File: config.mk
export PLATFORM = sky130hd
export DESIGN_NAME = single_tlb
export DESIGN_NICKNAME = d
export VERILOG_FILES = /design/src/rtl/single_tlb_pkg.sv /design/src/rtl/single_tlb_mask.sv /design/src/rtl/single_tlb_cmp.sv /design/src/rtl/single_tlb_entry.sv /design/src/rtl/single_tlb.sv
export SDC_FILE = /design/constraint.sdc
export NUM_CORES = 1
export LEC_CHECK = 0
export ABC_AREA = 1
export ABC_CLOCK_PERIOD_IN_PS = 3100
export BUFFER_PORTS_ARGS = -buffer_cell sky130_fd_sc_hd__buf_2
export CORE_AREA = 3 3 229 231
export CTS_CLUSTER_DIAMETER = 60
export DETAILED_ROUTE_END_ITERATION = 16
export DIE_AREA = 0 0 232 234
export PLACE_DENSITY = 0.5
export SETUP_SLACK_MARGIN = 0.2
export SLEW_MARGIN = 25
export SYNTH_ARGS = -nofsm -noshare
export SYNTH_HDL_FRONTEND = slang
export SYNTH_SLANG_ARGS = --single-unit
File: constraint.sdc
create_clock -name clk_i -period 3.1 [get_ports clk_i]
set_input_delay 0.31 -clock clk_i [delete_from_list [all_inputs] [get_ports clk_i]]
set_output_delay 0.31 -clock clk_i [all_outputs]
set_load 0.02 [all_outputs]
File: src/rtl/single_tlb_pkg.sv
package single_tlb_pkg;
  typedef enum logic [1:0] {
    WR_NONE = 2'd0,
    WR_FILL = 2'd1,
    WR_PTE  = 2'd2,
    WR_KILL = 2'd3
  } wr_op_e;
endpackage

File: src/rtl/single_tlb_mask.sv
module single_tlb_mask #(
  parameter int VA_W     = 39,
  parameter int LVL_W    = 2,
  parameter int PG_OFS_W = 12,
  parameter int LVL_BITS = 9
) (
  input  logic [LVL_W-1:0] level_i,
  output logic [VA_W-1:0]  mask_o
);
  localparam int NLVL = 1 << LVL_W;

  logic [VA_W-1:0] cand [NLVL];

  for (genvar g = 0; g < NLVL; g++) begin : g_lvl
    localparam int SH = PG_OFS_W + g * LVL_BITS;
    if (SH >= VA_W) begin : g_full
      assign cand[g] = {VA_W{1'b1}};
    end else begin : g_part
      assign cand[g] = VA_W'((64'd1 << SH) - 64'd1);
    end
  end

  assign mask_o = cand[level_i];
endmodule

File: src/rtl/single_tlb_cmp.sv
module single_tlb_cmp #(
  parameter int ASID_W = 16,
  parameter int VA_W   = 39
) (
  input  logic              v_i,
  input  logic              g_i,
  input  logic [ASID_W-1:0] e_asid_i,
  input  logic [VA_W-1:0]   e_vaddr_i,
  input  logic [VA_W-1:0]   mask_i,
  input  logic              asid_chk_i,
  input  logic              glob_wild_i,
  input  logic [ASID_W-1:0] asid_i,
  input  logic              addr_chk_i,
  input  logic [VA_W-1:0]   vaddr_i,
  output logic              hit_o
);
  logic asid_eq, asid_ok, vpn_eq, addr_ok;

  assign asid_eq = (asid_i == e_asid_i);
  // lookup: global waives the tag; flush: global refuses a tagged match
  assign asid_ok = !asid_chk_i || (glob_wild_i ? (g_i || asid_eq) : (!g_i && asid_eq));
  assign vpn_eq  = ((vaddr_i ^ e_vaddr_i) & ~mask_i) == '0;
  assign addr_ok = !addr_chk_i || vpn_eq;
  assign hit_o   = v_i && asid_ok && addr_ok;
endmodule

File: src/rtl/single_tlb_entry.sv
module single_tlb_entry
  import single_tlb_pkg::*;
#(
  parameter int ASID_W = 16,
  parameter int VA_W   = 39,
  parameter int PA_W   = 56,
  parameter int PTE_W  = 64,
  parameter int LVL_W  = 2
) (
  input  logic              clk_i,
  input  logic              rst_ni,
  input  wr_op_e            op_i,
  input  logic [ASID_W-1:0] asid_i,
  input  logic              global_i,
  input  logic [VA_W-1:0]   vaddr_i,
  input  logic [PA_W-1:0]   paddr_i,
  input  logic [PTE_W-1:0]  fill_pte_i,
  input  logic [PA_W-1:0]   pte_addr_i,
  input  logic [LVL_W-1:0]  level_i,
  input  logic [PTE_W-1:0]  upd_pte_i,
  output logic              v_o,
  output logic [ASID_W-1:0] asid_o,
  output logic              global_o,
  output logic [VA_W-1:0]   vaddr_o,
  output logic [PA_W-1:0]   paddr_o,
  output logic [PTE_W-1:0]  pte_o,
  output logic [PA_W-1:0]   pte_addr_o,
  output logic [LVL_W-1:0]  level_o
);
  always_ff @(posedge clk_i or negedge rst_ni) begin
    if (!rst_ni) begin
      v_o <= 1'b0;
    end else if (op_i == WR_FILL) begin
      v_o <= 1'b1;
    end else if (op_i == WR_KILL) begin
      v_o <= 1'b0;
    end
  end

  always_ff @(posedge clk_i or negedge rst_ni) begin
    if (!rst_ni) begin
      asid_o     <= '0;
      global_o   <= 1'b0;
      vaddr_o    <= '0;
      paddr_o    <= '0;
      pte_addr_o <= '0;
      level_o    <= '0;
    end else if (op_i == WR_FILL) begin
      asid_o     <= asid_i;
      global_o   <= global_i;
      vaddr_o    <= vaddr_i;
      paddr_o    <= paddr_i;
      pte_addr_o <= pte_addr_i;
      level_o    <= level_i;
    end
  end

  always_ff @(posedge clk_i or negedge rst_ni) begin
    if (!rst_ni) begin
      pte_o <= '0;
    end else if (op_i == WR_FILL) begin
      pte_o <= fill_pte_i;
    end else if (op_i == WR_PTE) begin
      pte_o <= upd_pte_i;
    end
  end
endmodule

File: src/rtl/single_tlb.sv
module single_tlb
  import single_tlb_pkg::*;
#(
  parameter int ASID_W   = 16,
  parameter int VA_W     = 39,
  parameter int PA_W     = 56,
  parameter int PTE_W    = 64,
  parameter int LVL_W    = 2,
  parameter int PG_OFS_W = 12,
  parameter int LVL_BITS = 9
) (
  input  logic              clk_i,
  input  logic              rst_ni,
  input  logic [ASID_W-1:0] lk_asid_i,
  input  logic [VA_W-1:0]   lk_vaddr_i,
  output logic              lk_hit_o,
  output logic [PA_W-1:0]   lk_paddr_o,
  output logic [PTE_W-1:0]  lk_pte_o,
  output logic [PA_W-1:0]   lk_pte_addr_o,
  input  logic              fill_en_i,
  input  logic [ASID_W-1:0] fill_asid_i,
  input  logic              fill_global_i,
  input  logic [VA_W-1:0]   fill_vaddr_i,
  input  logic [PA_W-1:0]   fill_paddr_i,
  input  logic [PTE_W-1:0]  fill_pte_i,
  input  logic [PA_W-1:0]   fill_pte_addr_i,
  input  logic [LVL_W-1:0]  fill_level_i,
  input  logic              upd_en_i,
  input  logic [PTE_W-1:0]  upd_pte_i,
  input  logic              fl_en_i,
  input  logic              fl_asid_vld_i,
  input  logic [ASID_W-1:0] fl_asid_i,
  input  logic              fl_addr_vld_i,
  input  logic [VA_W-1:0]   fl_vaddr_i
);
  logic              e_v, e_g;
  logic [ASID_W-1:0] e_asid;
  logic [VA_W-1:0]   e_vaddr;
  logic [PA_W-1:0]   e_paddr, e_pte_addr;
  logic [PTE_W-1:0]  e_pte;
  logic [LVL_W-1:0]  e_level;
  logic [VA_W-1:0]   e_mask;
  logic              lk_hit, fl_hit;
  wr_op_e            op;

  single_tlb_mask #(
    .VA_W(VA_W), .LVL_W(LVL_W), .PG_OFS_W(PG_OFS_W), .LVL_BITS(LVL_BITS)
  ) i_mask (
    .level_i(e_level),
    .mask_o (e_mask)
  );

  single_tlb_cmp #(.ASID_W(ASID_W), .VA_W(VA_W)) i_lk_cmp (
    .v_i        (e_v),
    .g_i        (e_g),
    .e_asid_i   (e_asid),
    .e_vaddr_i  (e_vaddr),
    .mask_i     (e_mask),
    .asid_chk_i (1'b1),
    .glob_wild_i(1'b1),
    .asid_i     (lk_asid_i),
    .addr_chk_i (1'b1),
    .vaddr_i    (lk_vaddr_i),
    .hit_o      (lk_hit)
  );

  single_tlb_cmp #(.ASID_W(ASID_W), .VA_W(VA_W)) i_fl_cmp (
    .v_i        (e_v),
    .g_i        (e_g),
    .e_asid_i   (e_asid),
    .e_vaddr_i  (e_vaddr),
    .mask_i     (e_mask),
    .asid_chk_i (fl_asid_vld_i),
    .glob_wild_i(1'b0),
    .asid_i     (fl_asid_i),
    .addr_chk_i (fl_addr_vld_i),
    .vaddr_i    (fl_vaddr_i),
    .hit_o      (fl_hit)
  );

  // flush owns the cycle; fill beats update
  always_comb begin
    op = WR_NONE;
    if (fl_en_i) begin
      if (fl_hit) op = WR_KILL;
    end else if (fill_en_i) begin
      op = WR_FILL;
    end else if (upd_en_i) begin
      op = WR_PTE;
    end
  end

  single_tlb_entry #(
    .ASID_W(ASID_W), .VA_W(VA_W), .PA_W(PA_W), .PTE_W(PTE_W), .LVL_W(LVL_W)
  ) i_entry (
    .clk_i     (clk_i),
    .rst_ni    (rst_ni),
    .op_i      (op),
    .asid_i    (fill_asid_i),
    .global_i  (fill_global_i),
    .vaddr_i   (fill_vaddr_i),
    .paddr_i   (fill_paddr_i),
    .fill_pte_i(fill_pte_i),
    .pte_addr_i(fill_pte_addr_i),
    .level_i   (fill_level_i),
    .upd_pte_i (upd_pte_i),
    .v_o       (e_v),
    .asid_o    (e_asid),
    .global_o  (e_g),
    .vaddr_o   (e_vaddr),
    .paddr_o   (e_paddr),
    .pte_o     (e_pte),
    .pte_addr_o(e_pte_addr),
    .level_o   (e_level)
  );

  assign lk_hit_o      = lk_hit;
  assign lk_paddr_o    = lk_hit ? (e_paddr | PA_W'(lk_vaddr_i & e_mask)) : '0;
  assign lk_pte_o      = lk_hit ? e_pte : '0;
  assign lk_pte_addr_o = lk_hit ? e_pte_addr : '0;
endmodule

# Word-level counts from Yosys, hierarchy flattened
# Cells that the tools add are included.
# word_totals
reg_bits	235
out_inout_bits	177
# op_classes
n_lt_le_gt_ge	1
n_eq_ne	5
muxes	14
n_bitwise	8
n_reduce_logical	15
# ops
cell	count
64-bit two-way mux	3
39-bit bitwise AND	3
56-bit two-way mux	2
39-bit binary-select mux with 2-bit select	1
39-bit zero test	2
39-bit two-way mux	2
39-bit bitwise XOR	2
56-bit by 39-bit OR with 56-bit output	1
39-bit NOT	1
16-bit == test	2
2-bit two-way mux	4
1-bit logical AND	5
2-bit == test, second input constant	2
2-bit nonzero test	2
3-bit >= comparator, second input constant	1
1-bit zero test	3
1-bit logical OR	3
2-bit NOT with 3-bit output	1
2-bit by 1-bit == test with 1-bit output, second input constant	1
1-bit two-way mux	2

# Logic depth before layout (Yosys ltp)
# logic_depth
depth_word	14
ltp_mapped	12

# Hierarchy
# Synthesis repeated with hierarchy kept, for this count alone.
# hier_totals
hier_cells	2298
hier_area_um2	14755.4
# by_module_without_submodules
mod	instances	cells_each	area_per_inst_um2	seq_area_each_um2
single_tlb_entry	1	1266	10217.3	5880.6
single_tlb_cmp	2	285	1236.2	0.0
single_tlb	1	419	1765.4	0.0
single_tlb_mask	1	43	300.3	0.0

# Least setup slack after synthesis
# No wires, ideal clock.
# synth_timing
path_kind	reg-to-output
start	register i_entry.asid_o[0]
end	output port lk_paddr_o[34]
t_arrival_ps	1887
setup_slack_ps	903
path_stages_with_launch	11
path_buffers	2
cell_sequence	dfrtp_1 > or2_2 > a21oi_1 > nand2_1 > nor2_1 > nand2_1 > nand2_1 > nand2_2 > buf_6 > clkbuf_1 > nor3_1
# synth_between
elab_chain_len	5
# synth_rtl
item	line_no	text
start, declared	single_tlb_entry.sv:22	output logic [ASID_W-1:0] asid_o,
start signal, assigned	single_tlb_entry.sv:49	asid_o <= asid_i;
16-bit == test	single_tlb_cmp.sv:19	assign asid_eq = (asid_i == e_asid_i);
1-bit logical OR	single_tlb_cmp.sv:21	assign asid_ok = !asid_chk_i || (glob_wild_i ? (g_i || asid_eq) : (!g_i && asid_eq));
1-bit logical AND (2 in a row)	single_tlb_cmp.sv:24	assign hit_o = v_i && asid_ok && addr_ok;
56-bit two-way mux	single_tlb.sv:118	assign lk_paddr_o = lk_hit ? (e_paddr | PA_W'(lk_vaddr_i & e_mask)) : '0;
end, declared	single_tlb.sv:17	output logic [PA_W-1:0] lk_paddr_o,
# No other way between the ends.

# Worst setup path in the final report
# layout_timing
start	register i_entry.vaddr_o[26]
end	output port lk_paddr_o[29]
# layout_between
elab_chain_len	5
# layout_rtl
item	line_no	text
start, declared	single_tlb_entry.sv:24	output logic [VA_W-1:0] vaddr_o,
start signal, assigned	single_tlb_entry.sv:51	vaddr_o <= vaddr_i;
39-bit bitwise XOR	single_tlb_cmp.sv:22	assign vpn_eq = ((vaddr_i ^ e_vaddr_i) & ~mask_i) == '0;
39-bit bitwise AND	single_tlb_cmp.sv:22	
39-bit zero test	single_tlb_cmp.sv:22	
1-bit logical AND	single_tlb_cmp.sv:24	
56-bit two-way mux	single_tlb.sv:118	
# No other way between the ends.

==> results by group <==
Outcome
  – Run status: finished, final reports clean

Layout
  – Design area: 0.0213 mm^2
  – Share of cells above drive strength 1: 0.432
  – Syn-to-layout area delta: 69.1%
  – Commonest non-fill, non-tap cell in the layout: buf_2
  – Most frequent cells in the layout: 441 x buf_2, 220 x dfrtp_1, 216 x inv_1
  – Fin nets: 2626

Logic synthesis
  – Post-Syn Area: 0.0126 mm^2
  – Cells after Synth: 1470
  – Synth area leader: dfrtp_1
  – Area share of the largest cell type after synthesis: 0.443
  – Yosys cell types: 25
  – Synth top area cells: dfrtp_1 44%, nor3_2 10%, inv_1 6.5%
  – Synth Warn #: 0
  – Post-Syn Nets: 1885
  – Avg Inst Size Synth: 8.57 um^2
  – Register bit total from synthesis: 223
  – Register area share after synthesis: 0.443

Global route
  – Global route overflow: 0
  – Global-route wire length before repair: 69400 um
  – Antenna violations before repair: 4
  – GRT Overall Usage: 0.161
  – Vias in the first global route: 12500
  – Largest net degree at the start of global routing: 84

Worst setup path
  – Buffers plus inverters on the worst setup path: 2
  – CP cell instances: or2_4 -> nand3_2 -> o21ai_2 -> nor2_2 -> nand2_2 -> nor2_4 -> nand2_8 -> buf_6 -> nor3_1 -> buf_2
  – Critical Path AT: 2630 ps
  – CP Capture Type: output pin
  – Crit Path Category: reg2out
  – CP Max Fanout: 26
  – Crit-path max cell delay: 400 ps
  – Req. time, crit path: 2790 ps
  – CP max stage cell: dfrtp_1
  – CP Launch Type: flip-flop
  – CP top delay family: simple AND/OR/NAND/NOR gates

Timing
  – Final Hold Fails: 0
  – # setup viols final: 0
  – Final min period: 2940 ps
  – Max_slew headroom: 0.511
  – Fmax: 340 MHz
  – Setup TNS: 0 ps
  – Least-Margin Pin Slew: 730 ps
  – Setup Skew: 9.20 ps
  – Tcrit/Tclk final: 0.949
  – RSZ-0062 raised after global routing: yes
  – Max Slew Vio Count: 0

Clock network
  – CTS Sinks: 223
  – H-tree depth: 1
  – Reg clk slew, reported paths: 60 ps
  – Clock root buffer: clkbuf_16
  – CTS tree: built
  – CTS Buf Count: 29
  – Clock latency at the later pin of the worst-skew pair: 560 ps
  – Maximum buffer depth of the clock tree: 3

Die
  – Die Wd: 232 um
  – Starting density of the core: 0.251
  – # IOs: 592
  – Die Y: 234 um
  – Row count: 82
  – Total die area: 0.0543 mm^2
  – Core Area: 0.0503 mm^2

Pwr
  – Pwr/cell area: 443 mW/mm^2
  – Max VDD drop: 0.000345 V
  – P_leak: 10.8 nW

Route
  – First-pass DRT Iterations: 5
  – Iteration-0 DRC Markers: 528
  – Via/cell ratio: 4.39
  – Total wire length: 52100 um
  – DRC: 0
  – Final ANT Viol Nets: 0
  – DR WL/cell: 17.9 um
  – Via count: 12800

Place
  – Gpl congestion: 0.806
  – Hpwl dp: 34400 um
  – Buffers on Ports: 567
  – Placed instance area: 0.0164 mm^2

Worst hold path
  – Hold Path Class: in2reg

Run
  – Max_cap viols: 0
## power by group
part	total, mW	leakage [nW]	internal [mW]	switching, mW
clock network	3.33	0.464	1.99	1.34
registers	3.53	2.56	3.30	0.231
logic	2.57	7.79	1.14	1.43
## timing repair
item	CTS	global route
pin swaps	9	51
setup endpoints to repair	177	177
setup buffers	9	18
cloned	6	32
resized for setup	93	325
hold buffers	135	0
endpoints found under the hold margin	210	0
## per-stage QoR
step	util	cells	power [mW]	hold WS [ps]	setup WS, ps
floorplan	-	1470	4.60	14.4	903
global placement	0.325	2653	5.31	389	327
detailed placement	0.325	2653	5.34	392	258
CTS	0.381	2855	8.96	0.112	37.6
global route	0.424	2907	9.96	12.6	26.7
finish	0.424	2909	9.43	34.8	159
## layer usage
| metal | part of all wire | global-route usage | vias to the layer above |
|---|---|---|---|
| met5 | 0.00025 | 0 | - |
| met4 | 0.025 | 0.0378 | 2 |
| met3 | 0.051 | 0.0306 | 77 |
| met2 | 0.52 | 0.290 | 365 |
| met1 | 0.41 | 0.199 | 6091 |
| li1 | - | - | 6221 |
## logic make-up after synthesis
kind of cell,share of synthesized area
and+or+nand+nor,0.243
DFF,0.443
xor gates and xnor gates,0.0278
AOI/OAI and AO/OA,0.0865
muxes,0.0982
buffers and inverters,0.101
## cell type report
type,count,area [um^2]
multi-input cells,939,6680
fillers,4859,29000
repair buffers,799,6420
diodes,5,12.5
flip-flops and latches,223,5580
well taps,672,841
inverters,219,825
clock inverters,8,81.3
clock buffers,44,862
## worst register-to-register path: stages (launching register included)
cell,delay [ps]
dfrtp_2,430
nand2_2,100
buf_4,200
nand3_1,100
nand2_1,50
nor2_1,230
nand2_1,130
nor2_1,120
nand2_1,70
nand2_1,60
nand2_1,50
nand2_1,50
nand2_1,50
## cells in the mapped netlist
master    number
a21oi_1      134
a21o_1         7
xnor2_1       31
inv_1        217
xor2_1         9
nor2_1       150
nor3_2       129
mux2_2        53
or2_2         11
buf_6          6
mux2i_1       64
nor3_1        49
nand3_1       32
a31oi_1        1
buf_2         21
nand2_2        2
inv_2          2
dfrtp_1      223
nand2_1      189
nand4_1        2
o21ai_1        2
clkbuf_1      59
buf_4          8
o21bai_1       2
o21ai_0       67
## final timing paths
check | endpoint | startpoint | cells after the start | slack (ps)
setup / recovery | lk_paddr_o[29] | i_entry.vaddr_o[26] | 10 | 160
hold / removal | i_entry.pte_addr_o[19] | fill_pte_addr_i[19] | 3 | 30
setup reg to reg | i_entry.v_o | i_entry.level_o[1] | 12 | 1340
hold reg to reg | i_entry.pte_o[29] | i_entry.pte_o[29] | 2 | 480
max in group asynchronous | i_entry.paddr_o[5] | rst_ni | 3 | 1870
min in group asynchronous | i_entry.pte_addr_o[1] | rst_ni | 2 | 350
## sequential cells by signal, summed over array words and instances, names as in the netlist
register	flops
i_entry.level_o	2
i_entry.v_o	1
i_entry.pte_addr_o	56
i_entry.pte_o	64
i_entry.paddr_o	56
i_entry.vaddr_o	27
i_entry.asid_o	16
i_entry.global_o	1
(Power assumes the default switching activity.)
